**src/rtl/sps_pkg.sv**
```systemverilog
package sps_pkg;

    typedef enum logic {
        OP_RD = 1'b0,
        OP_WR = 1'b1
    } sps_op_e;

    // Countdown value loaded when a transfer of the given kind is accepted.
    function automatic int unsigned sps_load(input sps_op_e op, input int unsigned ws);
        return (op == OP_WR) ? ws + 2 : ws + 1;
    endfunction

    // Index of the final SRAM phase of an access.
    function automatic int unsigned sps_last_phase(input sps_op_e op, input int unsigned ws);
        return (op == OP_WR) ? ws + 1 : ws;
    endfunction

endpackage

```
**src/rtl/sps_cnt_track.sv**
```systemverilog
module sps_cnt_track
    import sps_pkg::*;
#(
    parameter int unsigned WAIT_ST  = 1,
    parameter int unsigned PIPE_LVL = 2,
    parameter int unsigned CNT_W    = 2
) (
    input  logic             clk,
    input  logic             rst,
    input  logic             take,
    input  sps_op_e          take_op,
    output logic             may_take,
    output logic [CNT_W-1:0] cnt_left
);
    localparam int unsigned NSLOT = 2;

    logic [NSLOT-1:0] vld_q, vld_d;
    logic [CNT_W-1:0] rem_q [NSLOT];
    logic [CNT_W-1:0] rem_d [NSLOT];
    logic [CNT_W-1:0] ld_val;
    logic             retire;

    function automatic logic [CNT_W-1:0] dec_sat(input logic [CNT_W-1:0] v);
        return (v == '0) ? v : v - 1'b1;
    endfunction

    always_comb begin
        ld_val = CNT_W'(sps_load(take_op, WAIT_ST));
        retire = vld_q[0] && (rem_q[0] == '0);
        if (retire) begin
            vld_d    = {1'b0, vld_q[1]};
            rem_d[0] = dec_sat(rem_q[1]);
            rem_d[1] = '0;
        end else begin
            vld_d = vld_q;
            for (int k = 0; k < NSLOT; k++) begin
                rem_d[k] = dec_sat(rem_q[k]);
            end
        end
        if (take) begin
            if (!vld_d[0]) begin
                vld_d[0] = 1'b1;
                rem_d[0] = ld_val;
            end else begin
                vld_d[1] = 1'b1;
                rem_d[1] = ld_val;
            end
        end
    end

    always_ff @(posedge clk) begin
        if (rst) begin
            vld_q <= '0;
            for (int k = 0; k < NSLOT; k++) begin
                rem_q[k] <= '0;
            end
        end else begin
            vld_q <= vld_d;
            for (int k = 0; k < NSLOT; k++) begin
                rem_q[k] <= rem_d[k];
            end
        end
    end

    assign may_take = !vld_q[1] && (!vld_q[0] || (int'(rem_q[0]) < int'(PIPE_LVL)));
    assign cnt_left = vld_q[0] ? rem_q[0] : '0;

endmodule

```
**src/rtl/sps_sram_eng.sv**
```systemverilog
module sps_sram_eng
    import sps_pkg::*;
#(
    parameter int unsigned ADDR_W  = 16,
    parameter int unsigned DATA_W  = 32,
    parameter int unsigned WAIT_ST = 1
) (
    input  logic              clk,
    input  logic              rst,
    input  logic              start,
    input  sps_op_e           start_op,
    input  logic [ADDR_W-1:0] start_addr,
    input  logic [DATA_W-1:0] start_wdata,
    input  logic [DATA_W-1:0] sram_dq_in,
    output logic [DATA_W-1:0] rd_data,
    output logic [ADDR_W-1:0] sram_addr,
    output logic [DATA_W-1:0] sram_dq_out,
    output logic              sram_dq_oe,
    output logic              sram_ce_n,
    output logic              sram_oe_n,
    output logic              sram_we_n
);
    localparam int unsigned PH_W = $clog2(WAIT_ST + 2);

    logic              busy_q;
    sps_op_e           op_q;
    logic [ADDR_W-1:0] addr_q;
    logic [DATA_W-1:0] wdata_q;
    logic [DATA_W-1:0] rdata_q;
    logic [PH_W-1:0]   ph_q;
    logic [PH_W-1:0]   ph_last;
    logic              rd_last;

    assign ph_last = PH_W'(sps_last_phase(op_q, WAIT_ST));
    assign rd_last = busy_q && (op_q == OP_RD) && (ph_q == ph_last);

    always_ff @(posedge clk) begin
        if (rst) begin
            busy_q  <= 1'b0;
            op_q    <= OP_RD;
            addr_q  <= '0;
            wdata_q <= '0;
            rdata_q <= '0;
            ph_q    <= '0;
        end else begin
            if (rd_last) begin
                rdata_q <= sram_dq_in;
            end
            if (start) begin
                busy_q  <= 1'b1;
                op_q    <= start_op;
                addr_q  <= start_addr;
                wdata_q <= start_wdata;
                ph_q    <= '0;
            end else if (busy_q) begin
                if (ph_q == ph_last) begin
                    busy_q <= 1'b0;
                    ph_q   <= '0;
                end else begin
                    ph_q <= ph_q + 1'b1;
                end
            end
        end
    end

    assign rd_data     = rdata_q;
    assign sram_addr   = addr_q;
    assign sram_dq_out = wdata_q;
    assign sram_dq_oe  = busy_q && (op_q == OP_WR);
    assign sram_ce_n   = !busy_q;
    assign sram_oe_n   = !(busy_q && (op_q == OP_RD));
    assign sram_we_n   = !(busy_q && (op_q == OP_WR) && (ph_q != '0) && (ph_q != ph_last));

endmodule

```
**src/rtl/sram_pipe_slave.sv**
```systemverilog
module sram_pipe_slave
    import sps_pkg::*;
#(
    parameter int unsigned ADDR_W   = 16,
    parameter int unsigned DATA_W   = 32,
    parameter int unsigned WAIT_ST  = 1,
    parameter int unsigned PIPE_LVL = 2,
    localparam int unsigned CNT_W   = $clog2(WAIT_ST + 3)
) (
    input  logic              clk,
    input  logic              rst,
    input  logic              cmd_rd,
    input  logic              cmd_wr,
    input  logic [ADDR_W-1:0] cmd_addr,
    input  logic [DATA_W-1:0] cmd_wdata,
    output logic [DATA_W-1:0] rd_data,
    output logic [CNT_W-1:0]  cnt_left,
    output logic [1:0]        pipe_lvl,
    output logic              proto_err,
    output logic [ADDR_W-1:0] sram_addr,
    output logic [DATA_W-1:0] sram_dq_out,
    input  logic [DATA_W-1:0] sram_dq_in,
    output logic              sram_dq_oe,
    output logic              sram_ce_n,
    output logic              sram_oe_n,
    output logic              sram_we_n
);
    logic    any_cmd;
    logic    dual_cmd;
    logic    may_take;
    logic    take;
    sps_op_e take_op;
    logic    err_q;

    assign any_cmd  = cmd_rd || cmd_wr;
    assign dual_cmd = cmd_rd && cmd_wr;
    assign take     = any_cmd && !dual_cmd && may_take;
    assign take_op  = cmd_wr ? OP_WR : OP_RD;

    always_ff @(posedge clk) begin
        if (rst) begin
            err_q <= 1'b0;
        end else if (any_cmd && !take) begin
            err_q <= 1'b1;
        end
    end

    sps_cnt_track #(
        .WAIT_ST (WAIT_ST),
        .PIPE_LVL(PIPE_LVL),
        .CNT_W   (CNT_W)
    ) track_i (
        .clk     (clk),
        .rst     (rst),
        .take    (take),
        .take_op (take_op),
        .may_take(may_take),
        .cnt_left(cnt_left)
    );

    sps_sram_eng #(
        .ADDR_W (ADDR_W),
        .DATA_W (DATA_W),
        .WAIT_ST(WAIT_ST)
    ) eng_i (
        .clk        (clk),
        .rst        (rst),
        .start      (take),
        .start_op   (take_op),
        .start_addr (cmd_addr),
        .start_wdata(cmd_wdata),
        .sram_dq_in (sram_dq_in),
        .rd_data    (rd_data),
        .sram_addr  (sram_addr),
        .sram_dq_out(sram_dq_out),
        .sram_dq_oe (sram_dq_oe),
        .sram_ce_n  (sram_ce_n),
        .sram_oe_n  (sram_oe_n),
        .sram_we_n  (sram_we_n)
    );

    assign pipe_lvl  = 2'(PIPE_LVL);
    assign proto_err = err_q;

endmodule

```
**config.mk**
```make
export PLATFORM = sky130hd
export DESIGN_NAME = sram_pipe_slave
export DESIGN_NICKNAME = d
export VERILOG_FILES = /design/src/rtl/sps_pkg.sv /design/src/rtl/sps_cnt_track.sv /design/src/rtl/sps_sram_eng.sv /design/src/rtl/sram_pipe_slave.sv
export SDC_FILE = /design/constraint.sdc
export NUM_CORES = 1
export LEC_CHECK = 0
export BUFFER_PORTS_ARGS = -buffer_cell sky130_fd_sc_hd__clkbuf_2
export CAP_MARGIN = 10
export CORE_ASPECT_RATIO = 1.5
export CORE_UTILIZATION = 45
export DETAILED_ROUTE_END_ITERATION = 10
export HOLD_SLACK_MARGIN = 0.06
export PLACE_DENSITY = 0.86
export SLEW_MARGIN = 20
export SYNTH_ARGS = -nofsm -noshare
export SYNTH_HDL_FRONTEND = slang
export SYNTH_SLANG_ARGS = --single-unit
```
**constraint.sdc**
```tcl
create_clock -name clk -period 2 [get_ports clk]
set_clock_uncertainty 0.15 [all_clocks]
set_input_delay 0.4 -clock clk [delete_from_list [all_inputs] [get_ports clk]]
set_output_delay 0.4 -clock clk [all_outputs]
set_load 0.01 [all_outputs]
```
==> qor.txt, run 1 <==
CTS tree: yes
pwr dens: 882 mW/mm²
Hold Violations, Final: 0
met1 Use GR: 22.7%
number of DRC markers in iteration 0: 178
P_leak: 2.08 nW
Remaining DRCs: 0
CP delay by family, top: flip-flops
Rows: 39
core box area: 0.00756 mm²
Sw Ratio: 26.1%
Peak supply drop: 0.606 mV
Worst Path Class, Setup: flip-flop to primary output
vias per cell: 5.21
final-stage net count: 669
grt peak-use layer: met2
flops & latches, synth: 91
Critical Path Stages: 5
grt met2 use: 38.5%
worst path required time: 1.45 ns
Crit-path slowest cell: dfxtp_1
IO Count: 173
worst r2r dst: eng_i.rd_data[4]
Overall Global Routing Usage: 21.3%
Root Driver: clkbuf_16
Worst-path clk slew: 0.06 ns
share of cells above drive strength 1: 34.1%
Worst slew margin: 65.9%
Post-synth EDFFs: 0
max-cap viol count: 0
antenna violations before repair: 0
GRT met3 Usage: 6.60%
sequential fraction of design power: 48.2%
WP buf/inv: 3
number of global-route vias before repair: 3,191
hold slack final: 0.132 ns
hold_sp: sram_dq_in[14]
Clock Path Buffers: 2
Hold EP: eng_i.rd_data[14]
hpwl dp: 6.24 mm
Worst Path Arrival: 1.30 ns
DRT antenna net count: 0
RSZ-0062 raised after global routing: false
largest net degree at the start of global routing: 49
sequential fraction of the synthesis area: 52.2%
Max Clk Rate: 0.541 GHz
hold path depth: 3
top_reg_cell synth: dfxtp_1
Die Ht: 110 µm
final worst-path cycle share: 92.3%
minimum clock period: 1.85 ns
FILL cells: 653
die area: 0.00812 mm²
Final TNS setup: 0 ns
die outline width: 73.9 µm
first-pass GRT wire length: 13.5 mm
Mapped Nets: 518
clock group share of total power: 36.9%
most used cell, CP: inv_1
FF-to-FF path depth: 4
Synth-to-Final Area Change: 34.4%
vias post-DR: 3,590
Post-Syn Instances: 432
crit path from: eng_i.ph_q[0]
Overflow after GRT: 0
reg2reg start: eng_i.op_q
Distinct cells, synth: 32
Critical Path Sink Type: primary output
WL/cell: 12.8 µm
CP Launch Type: flip-flop
Final Wtd Congestion: 0.803
ANT cells: 0
critical-path cell list: inv_1 > ha_1 > inv_1 > o211ai_1 > clkbuf_2
Slew @ Worst Pin: 0.511 ns
Hold Buf Count CTS: 0
asr flop ratio synth: 0%
CTS Sinks: 91
flop-to-flop setup slack: 0.55 ns
Post-Route WL: 8.82 mm
H-tree depth: 3
crit-path max cell delay: 0.43 ns
Syn Std Cell Area: 0.00349 mm²
clk_lat worst skew: 0.33 ns
IO Port Bufs: 170
Min-Delay Path Class: input pin to flip-flop
Power, Total: 0.00414 W
Combinational Power Share: 14.9%
Slew Viols, Final: 0
setup bufs post-CTS: 0
status: finished clean
Synthesis Warnings: 0
P_sw: 0.00108 W
# resized after CTS: 0
Initial Util: 46.1%
router iterations before antenna repair: 4
Mapped Avg Cell Area: 8.08 µm²
Worst Path Max Fanout: 7
CTS buffer count: 9
setup violators final: 0
Int Power: 0.00306 W
[Yosys cell counts (2+ instances only)]
cell type	n	area share (%)
a211oi_1	2	0.43
a21oi_1	87	12
and2_1	2	0.36
buf_2	19	2.7
buf_4	2	0.43
clkbuf_1	19	2.0
conb_1	2	0.22
dfxtp_1	91	52
ha_1	2	0.72
inv_1	7	0.75
nand2_1	72	7.7
nand2b_1	4	0.72
nand3_1	51	7.3
nand4b_1	2	0.50
nor2_1	2	0.22
o211ai_1	2	0.43
o21ai_0	36	5.2
o21ai_1	16	2.3
[power by group through the flow]
stage | Combinational [W] | Clock [W] | Sequential [W]
CTS | 0.000619 | 0.00157 | 0.00199
finish | 0.000616 | 0.00153 | 0.00199
detailed placement | 0.000616 | 0 | 0.00203
global placement | 0.000598 | 0 | 0.00203
floorplan | 0.000307 | 0 | 0.00207
global route | 0.000683 | 0.00164 | 0.00201
[worst max path at each step]
stage / to
final: sram_we_n
after global routing: sram_we_n
after CTS: sram_we_n
after detailed placement: eng_i.sram_dq_out[26]
after global placement: eng_i.sram_addr[12]
after floorplan: eng_i.op_q
[cells in the final DEF, fill, tap and decap left out, types with 2 or more instances in the layout]
| cell | n |
|---|---|
| o211ai_1 | 2 |
| inv_1 | 7 |
| o21ai_1 | 16 |
| buf_4 | 7 |
| buf_12 | 4 |
| and2_1 | 2 |
| a211oi_1 | 2 |
| ha_1 | 2 |
| nand2b_1 | 4 |
| nand2_1 | 72 |
| a21oi_1 | 87 |
| nor2_1 | 2 |
| nand3_1 | 51 |
| conb_1 | 2 |
| clkbuf_2 | 169 |
| dfxtp_1 | 91 |
| o21ai_0 | 36 |
| clkbuf_16 | 9 |
| nand4b_1 | 2 |
| clkinv_2 | 2 |
[flip-flops by register name, indices dropped and copies added, names as in the netlist]
name,flops
eng_i.rd_data,32
eng_i.sram_dq_out,32
eng_i.sram_addr,16
track_i.rem_q,4
eng_i.ph_q,2
track_i.vld_q,2
eng_i.busy_q,1
eng_i.op_q,1
proto_err,1
[cell families after synthesis]
logic type	after synthesis	share of synthesized area [%]
compound gates	148	21.9
simple gates	139	18.4
flops	91	52.2
buf+inv	49	6.20
fa+ha+maj	2	0.717
other cells	2	0.215
mux	1	0.287
[final cells by class]
type,instances,area [µm²],share of cell area (%)
Sequential cell,91,1820,38.8
Multi-Input combinational cell,292,1460,31.1
Timing Repair Buffer,181,983,21.0
Clock buffer,11,243,5.17
Tap cell,102,128,2.72
Inverter,8,30.0,0.640
Clock inverter,4,26.3,0.560
[tightest hold or removal path, cell delays in order]
cell      delay (ns)
clkbuf_2        0.08
nand2_1         0.04
a21oi_1         0.05
[per-stage QoR]
step / instance area [µm²] / cells / utilization, % / setup slack, ns
2_1_floorplan: 3490 / 432 / - / 0.442
3_3_place_gp: 4420 / 674 / 58.5 / 0.250
3_5_place_dp: 4420 / 674 / 58.5 / 0.166
4_1_cts: 4690 / 689 / 62.0 / 0.145
5_1_grt: 4690 / 689 / 62.0 / 0.0459
6_report: 4690 / 689 / 62.0 / 0.153
[metal layers]
| layer | wire, µm | up-vias | share of wire [%] |
|---|---|---|---|
| li1 | - | 1776 | - |
| met1 | 3500 | 1674 | 40 |
| met2 | 4690 | 128 | 53 |
| met3 | 501 | 12 | 5.7 |
| met4 | 131 | 0 | 1.5 |
| met5 | 0 | - | 0 |
Note: power is estimated with default switching activity, not from simulation.
==> inputs of run 2 (changes only) <==
--- a/config.mk
+++ b/config.mk
@@ -5,6 +5,7 @@
 export SDC_FILE = /design/constraint.sdc
 export NUM_CORES = 1
 export LEC_CHECK = 0
+export ABC_AREA = 1
 export BUFFER_PORTS_ARGS = -buffer_cell sky130_fd_sc_hd__clkbuf_2
 export CAP_MARGIN = 10
 export CORE_ASPECT_RATIO = 1.5
==> constraint.sdc (replaced) <==
create_clock -name clk -period 2 [get_ports clk]
set_clock_uncertainty 0.15 [all_clocks]
set_input_delay 0.1 -clock clk [delete_from_list [all_inputs] [get_ports clk]]
set_output_delay 0.1 -clock clk [all_outputs]
set_load 0.01 [all_outputs]
==> qor.txt, run 2 <==
top_reg_cell synth: dfxtp_1
worst r2r dst: eng_i.rd_data[31]
Max Clk Rate: 0.535 GHz (-1.2%)
Remaining DRCs: 0 (unchanged)
first-pass GRT wire length: 17.5 mm (+29%)
Worst Path Arrival: 1.96 ns (+0.66 ns)
Worst Path Max Fanout: 51 (+44)
final std cells w/o fill: 780 (+13%)
critical-path cell list: dlygate4sd3_1 > clkbuf_2 > inv_1 > ha_1 > nand3_4 > buf_4 > nor2_1 > nor2_1 > nor2_1
worst path required time: 2.09 ns (+0.64 ns)
RSZ-0062 raised after global routing: false
hpwl dp: 5.72 mm (-8.2%)
share of cells above drive strength 1: 29.6% (-4.5 points)
setup bufs post-CTS: 0 (unchanged)
final-stage net count: 761 (+14%)
flop-to-flop setup slack: 0.34 ns (-0.21 ns)
Clock Path Buffers: 2 (unchanged)
final core occ: 72.4% (+10 points)
wire length on met1: 3.94 mm (+13%)
core box area: 0.00723 mm² (-4.4%)
routed length on met3: 909 µm (+81%)
Post-synth EDFFs: 0 (unchanged)
highest routed layer: met4
most frequent cells after synthesis: nor2_1 (169), dfxtp_1 (91), o21ai_0 (85)
Cells after DPL: 681 (+1.0%)
commonest non-fill, non-tap cell in the layout: clkbuf_2
Final TNS setup: 0 ns (unchanged)
Finished Cell Area: 0.00523 mm² (+12%)
WP buf/inv: 4 (+1)
minimum clock period: 1.87 ns (+0.0231 ns)
number of global-route vias before repair: 3,819 (+20%)
Post-Syn Instances: 433 (+0.23%)
die area: 0.00782 mm² (-3.6%)
ANT cells: 0 (unchanged)
dpl cell area: 0.00421 mm² (-4.7%)
number of DRC markers in iteration 0: 259 (+46%)
WL/cell: 14.5 µm (+13%)
asr flop ratio synth: 0% (unchanged)
flops & latches, synth: 91 (unchanged)
Critical Path Sink Type: flip-flop
vias post-DR: 3,888 (+8.3%)
most used cell, CP: nor2_1
most frequent cells in the layout: clkbuf_2 (170), nor2_1 (169), dfxtp_1 (91), o21ai_0 (85), dlygate4sd3_1 (83)
vias per cell: 4.98 (-4.3%)
Final Wtd Congestion: 0.724 (-9.8%)
die outline width: 72.6 µm (-1.8%)
# resized after CTS: 0 (unchanged)
Critical Path Stages: 9 (+4)
max-cap viol count: 0 (unchanged)
Worst slew margin: 64.2% (-1.7 points)
IO Port Bufs: 170 (unchanged)
Overflow after GRT: 0 (unchanged)
Worst-path clk slew: 0.08 ns (+0.02 ns)
largest net degree at the start of global routing: 52 (+6.1%)
WL met2: 5.96 mm (+27%)
router iterations before antenna repair: 5 (+1)
CP Capture Point: track_i.rem_q[0][1]
CP delay by family, top: buffers and inverters
Root Driver: clkbuf_8
crit-path max cell delay: 0.55 ns (+0.12 ns)
reg2reg start: eng_i.busy_q
Peak supply drop: 0.597 mV (-1.5%)
Syn Std Cell Area: 0.00336 mm² (-3.7%)
antenna violations before repair: 0 (unchanged)
CP Launch Type: input pin
H-tree depth: 3 (unchanged)
Die Ht: 108 µm (-1.8%)
top cells by area, synth: dfxtp_1 (54%), nor2_1 (19%), o21ai_0 (13%), buf_6 (2.7%), nand2_1 (1.9%)
Mapped Avg Cell Area: 7.76 µm² (-3.9%)
Mapped Nets: 519 (+0.19%)
clk_lat worst skew: 0.34 ns (about the same)
crit path from: cmd_wr
Slew @ Worst Pin: 0.536 ns (+0.0245 ns)
CTS Sinks: 91 (unchanged)
Synth-to-Final Area Change: 55.7%
sequential fraction of the synthesis area: 54.2% (+2.0 points)
Min-Delay Path Class: flip-flop to flip-flop
Synthesis Warnings: 0 (unchanged)
Rows: 38 (-2.6%)
setup violators final: 0 (unchanged)
FF-to-FF path depth: 6 (+2)
Crit-path slowest cell: dlygate4sd3_1
Synth area leader: dfxtp_1
top cell type's share of synthesized area: 54.2% (+2.0 points)
CTS tree: yes
status: finished clean
most common cell in the synthesized netlist: nor2_1
DRT antenna net count: 0 (unchanged)
Worst Path Class, Setup: input pin to flip-flop
Initial Util: 46.5% (+0.37 points)
P_leak: 2.51 nW (+21%)
Hold Violations, Final: 0 (unchanged)
Overall Global Routing Usage: 29.5% (+8.2 points)
Post-Route WL: 11.3 mm (+28%)
Distinct cells, synth: 23 (-28%)
CTS buffer count: 9 (unchanged)
IO Count: 173 (unchanged)
Slew Viols, Final: 0 (unchanged)
final worst-path cycle share: 93.5% (+1.2 points)
pwr dens: 799 mW/mm² (-9.4%)
-- run 2: how the worst min path moves through the flow --
stage | startpoint | endpoint | cells after the start
global route | eng_i.ph_q[1] | eng_i.ph_q[1] | 2
floorplan | rst | track_i.rem_q[0][3] | 1
detailed placement | rst | track_i.rem_q[0][3] | 2
global placement | sram_dq_in[24] | eng_i.rd_data[24] | 3
CTS | eng_i.ph_q[1] | eng_i.ph_q[1] | 2
finish | proto_err | proto_err | 2
-- run 2: layer usage --
metal	GRT usage, %	up-vias
met5	0	-
met4	19.9	0
met3	10.0	55
met2	52.3	218
met1	28.1	1765
li1	-	1850
-- run 2: layout make-up --
cell class                      instances  area (µm²)
Inverter                               19        71.3
Sequential cell                        91        1820
Clock inverter                          5        36.3
Fill cell                             502        1990
Tap cell                              100         125
Timing Repair Buffer                  259        1740
Multi-Input combinational cell        295        1290
Clock buffer                           11         151
-- run 2: cell families (layout without fill, tap and decap cells) --
logic type,after synthesis,after routing,synth area share [%]
compound gates,97,97,14.6
simple gates,194,194,22.7
buf+inv,47,294,7.48
other cells,2,2,0.223
flops,91,91,54.2
fa+ha+maj,2,2,0.744
-- run 2: report_power, final --
group / internal [W] / switching, W / leakage (nW) / total (W)
logic: 0.000419 / 0.000526 / 1.67 / 0.000945
registers: 0.00198 / 0.000104 / 0.748 / 0.00209
clock network: 0.000522 / 0.000627 / 0.0880 / 0.00115
-- run 2: what timing repair did --
item                       CTS  global route
setup endpoints to repair    0             0
hold buffers                83             0
hold endpoints to repair    89             0
-- run 2: worst reg2reg max path, stage by stage (launching register included) --
cell     delay (ns)
dfxtp_1        0.35
inv_2          0.07
nor2_4         0.10
nand3_2        0.09
inv_2          0.41
nor2_1         0.13
nor2_1         0.27
-- run 2: stage by stage --
stage	worst slack, ns	total power, W	hold WS, ns
after floorplan	0.758	0.00260	0.0191
final	0.130	0.00418	0.330
after global routing	0.00905	0.00441	0.361
after CTS	0.200	0.00417	0.333
after detailed placement	0.377	0.00290	0.185
after global placement	0.465	0.00286	0.186
==> inputs of run 3 (changes only) <==
--- a/config.mk
+++ b/config.mk
@@ -6,7 +6,7 @@
 export NUM_CORES = 1
 export LEC_CHECK = 0
 export ABC_AREA = 1
-export BUFFER_PORTS_ARGS = -buffer_cell sky130_fd_sc_hd__clkbuf_2
+export BUFFER_PORTS_ARGS = -buffer_cell sky130_fd_sc_hd__buf_4
 export CAP_MARGIN = 10
 export CORE_ASPECT_RATIO = 1.5
 export CORE_UTILIZATION = 45
@@ -16,4 +16,5 @@
 export SLEW_MARGIN = 20
 export SYNTH_ARGS = -nofsm -noshare
 export SYNTH_HDL_FRONTEND = slang
+export SYNTH_HIERARCHICAL = 1
 export SYNTH_SLANG_ARGS = --single-unit
==> qor.txt, run 3 <==
status: finished clean
number of DRC markers in iteration 0: 167 (-36%)
CTS tree: yes
Distinct cells, synth: 28 (+22%)
setup violators final: 0 (unchanged)
Mapped Nets: 523 (+0.77%)
Mapped Avg Cell Area: 7.70 µm² (-0.73%)
Final TNS setup: 0 ns (unchanged)
Worst Path Arrival: 1.88 ns (-0.08 ns)
final worst-path setup slack: 0.252 ns (+0.122 ns)
WL/cell: 14.2 µm (-2.0%)
Hold Violations, Final: 0 (unchanged)
H-tree depth: 3 (unchanged)
commonest non-fill, non-tap cell in the layout: buf_4
final core occ: 79.4% (+7.0 points)
clk_lat worst skew: 0.35 ns (about the same)
Overall Global Routing Usage: 29.0% (-0.50 points)
# resized after CTS: 0 (unchanged)
hpwl dp: 6.50 mm (+14%)
most common cell in the synthesized netlist: nor2_1
pwr dens: 782 mW/mm² (-2.2%)
Synthesis Warnings: 6 (+6)
Finished Cell Area: 0.00574 mm² (+9.7%)
top cells by area, synth: dfxtp_1 (54%), nor2_1 (19%), o21ai_0 (12%), inv_1 (2.2%), nand2_1 (1.6%)
Root Driver: clkbuf_8
Worst Path Class, Setup: input pin to flip-flop
FILL cells: 459 (-8.6%)
antenna violations before repair: 0 (unchanged)
Synth area leader: dfxtp_1
Rows: 38 (unchanged)
core box area: 0.00723 mm² (unchanged)
FF-to-FF path depth: 8 (+2)
Post-Route WL: 11.2 mm (-1.1%)
Syn Std Cell Area: 0.00337 mm² (+0.19%)
Die Ht: 108 µm (about the same)
top cell type's share of synthesized area: 54.1% (-0.10 points)
CP Launch Type: input pin
largest net degree at the start of global routing: 43 (-17%)
DRT antenna net count: 0 (unchanged)
most frequent cells after synthesis: nor2_1 (167), dfxtp_1 (91), o21ai_0 (82)
final worst-path cycle share: 87.4% (-6.1 points)
IO Count: 173 (unchanged)
most frequent cells in the layout: buf_4 (176), nor2_1 (167), dfxtp_1 (91), o21ai_0 (82), dlygate4sd3_1 (82)
CTS Sinks: 91 (unchanged)
flops & latches, synth: 91 (unchanged)
asr flop ratio synth: 0% (unchanged)
Post-synth EDFFs: 0 (unchanged)
max-cap viol count: 0 (unchanged)
final-stage net count: 767 (+0.79%)
die area: 0.00784 mm² (+0.18%)
vias post-DR: 3,869 (-0.49%)
vias per cell: 4.92 (-1.4%)
Final Wtd Congestion: 0.863 (+19%)
RSZ-0062 raised after global routing: false
Overflow after GRT: 0 (unchanged)
hold slack final: 0.100 ns (-0.230 ns)
sequential fraction of the synthesis area: 54.1% (-0.10 points)
Critical Path Sink Type: flip-flop
minimum clock period: 1.75 ns (-0.122 ns)
Peak supply drop: 0.647 mV (+8.4%)
Initial Util: 46.6% (+0.087 points)
pre-CTS WS: 0.425 ns (+0.0477 ns)
die outline width: 72.6 µm (about the same)
CTS buffer count: 9 (unchanged)
number of global-route vias before repair: 3,881 (+1.6%)
first-pass GRT wire length: 17.6 mm (+0.63%)
Worst-path clk slew: 0.09 ns (about the same)
Post-Syn Instances: 437 (+0.92%)
router iterations before antenna repair: 4 (-1)
top_reg_cell synth: dfxtp_1
Min-Delay Path Class: input pin to flip-flop
dpl cell area: 0.00469 mm² (+11%)
IO Port Bufs: 170 (unchanged)
Worst Path Max Fanout: 42 (-18%)
hold path depth: 6 (+4)
Slew Viols, Final: 0 (unchanged)
worst path required time: 2.13 ns (+0.04 ns)
flop-to-flop setup slack: 0.37 ns (+0.03 ns)
Synth-to-Final Area Change: 70.5%
Remaining DRCs: 0 (unchanged)
share of cells above drive strength 1: 29.9% (+0.32 points)
Clock Path Buffers: 2 (unchanged)
Max Clk Rate: 0.572 GHz (+7.0%)
P_leak: 2.68 nW (+7.0%)
[run 3: layout make-up]
type | count | area, µm² | area share [%]
Antenna cell | 1 | 2.50 | 0.0436
Timing Repair Buffer | 259 | 2160 | 37.7
Tap cell | 100 | 125 | 2.18
Clock buffer | 9 | 124 | 2.16
Inverter | 24 | 91.3 | 1.59
Multi-Input combinational cell | 296 | 1310 | 22.9
Sequential cell | 91 | 1820 | 31.7
Clock inverter | 7 | 100 | 1.74
[run 3: repair_timing]
item / 4_1_cts / 5_1_grt
hold buffers: 82 / 0
hold endpoints to repair: 89 / 0
buffers inserted: 0 / 0
[run 3: worst max-delay path, cell delays in order]
cell and delay (ns):
dlygate4sd3_1 0.53, buf_4 0.12, inv_1 0.04, ha_1 0.26, nand2_1 0.06, inv_1 0.10, buf_4 0.34, o21ai_0 0.19
nor2_1 0.12
[run 3: metrics by stage]
step / std cells / total power [W]
2_1_floorplan: 437 / 0.00254
3_3_place_gp: 688 / 0.00298
3_5_place_dp: 688 / 0.00301
4_1_cts: 786 / 0.00449
5_1_grt: 786 / 0.00471
6_report: 787 / 0.00449
[run 3: cell families after synthesis]
group | synth area share (%)
adders and majority gates | 0.743
and+or+nand+nor | 23.3
buffers and inverters | 6.87
AOI/OAI and AO/OA | 14.8
other | 0.223
DFF | 54.1
[run 3: where the power goes]
part	switching, W	leakage (nW)	total, W	internal, W
combinational	0.000507	1.82	0.00105	0.000539
clock	0.000640	0.114	0.00135	0.000713
sequential	0.000109	0.748	0.00209	0.00198
total	0.00126	2.68	0.00449	0.00323
[run 3: final timing paths]
check / startpoint / to
worst max register to register: track_i/vld_q[0] / eng_i/sram_dq_out[29]
worst min register to register: proto_err / proto_err
worst min-delay path: cmd_rd / proto_err
worst max-delay path: cmd_wr / eng_i/sram_dq_out[29]
[run 3: routing by layer]
metal  GRT usage [%]  up-vias  part of all wire (%)
met3            6.90       35                   6.9
met4            15.5        0                   3.3
met2            53.9      173                    54
li1                -     1876                     -
met1            29.2     1785                    36
met5               0        -                     0
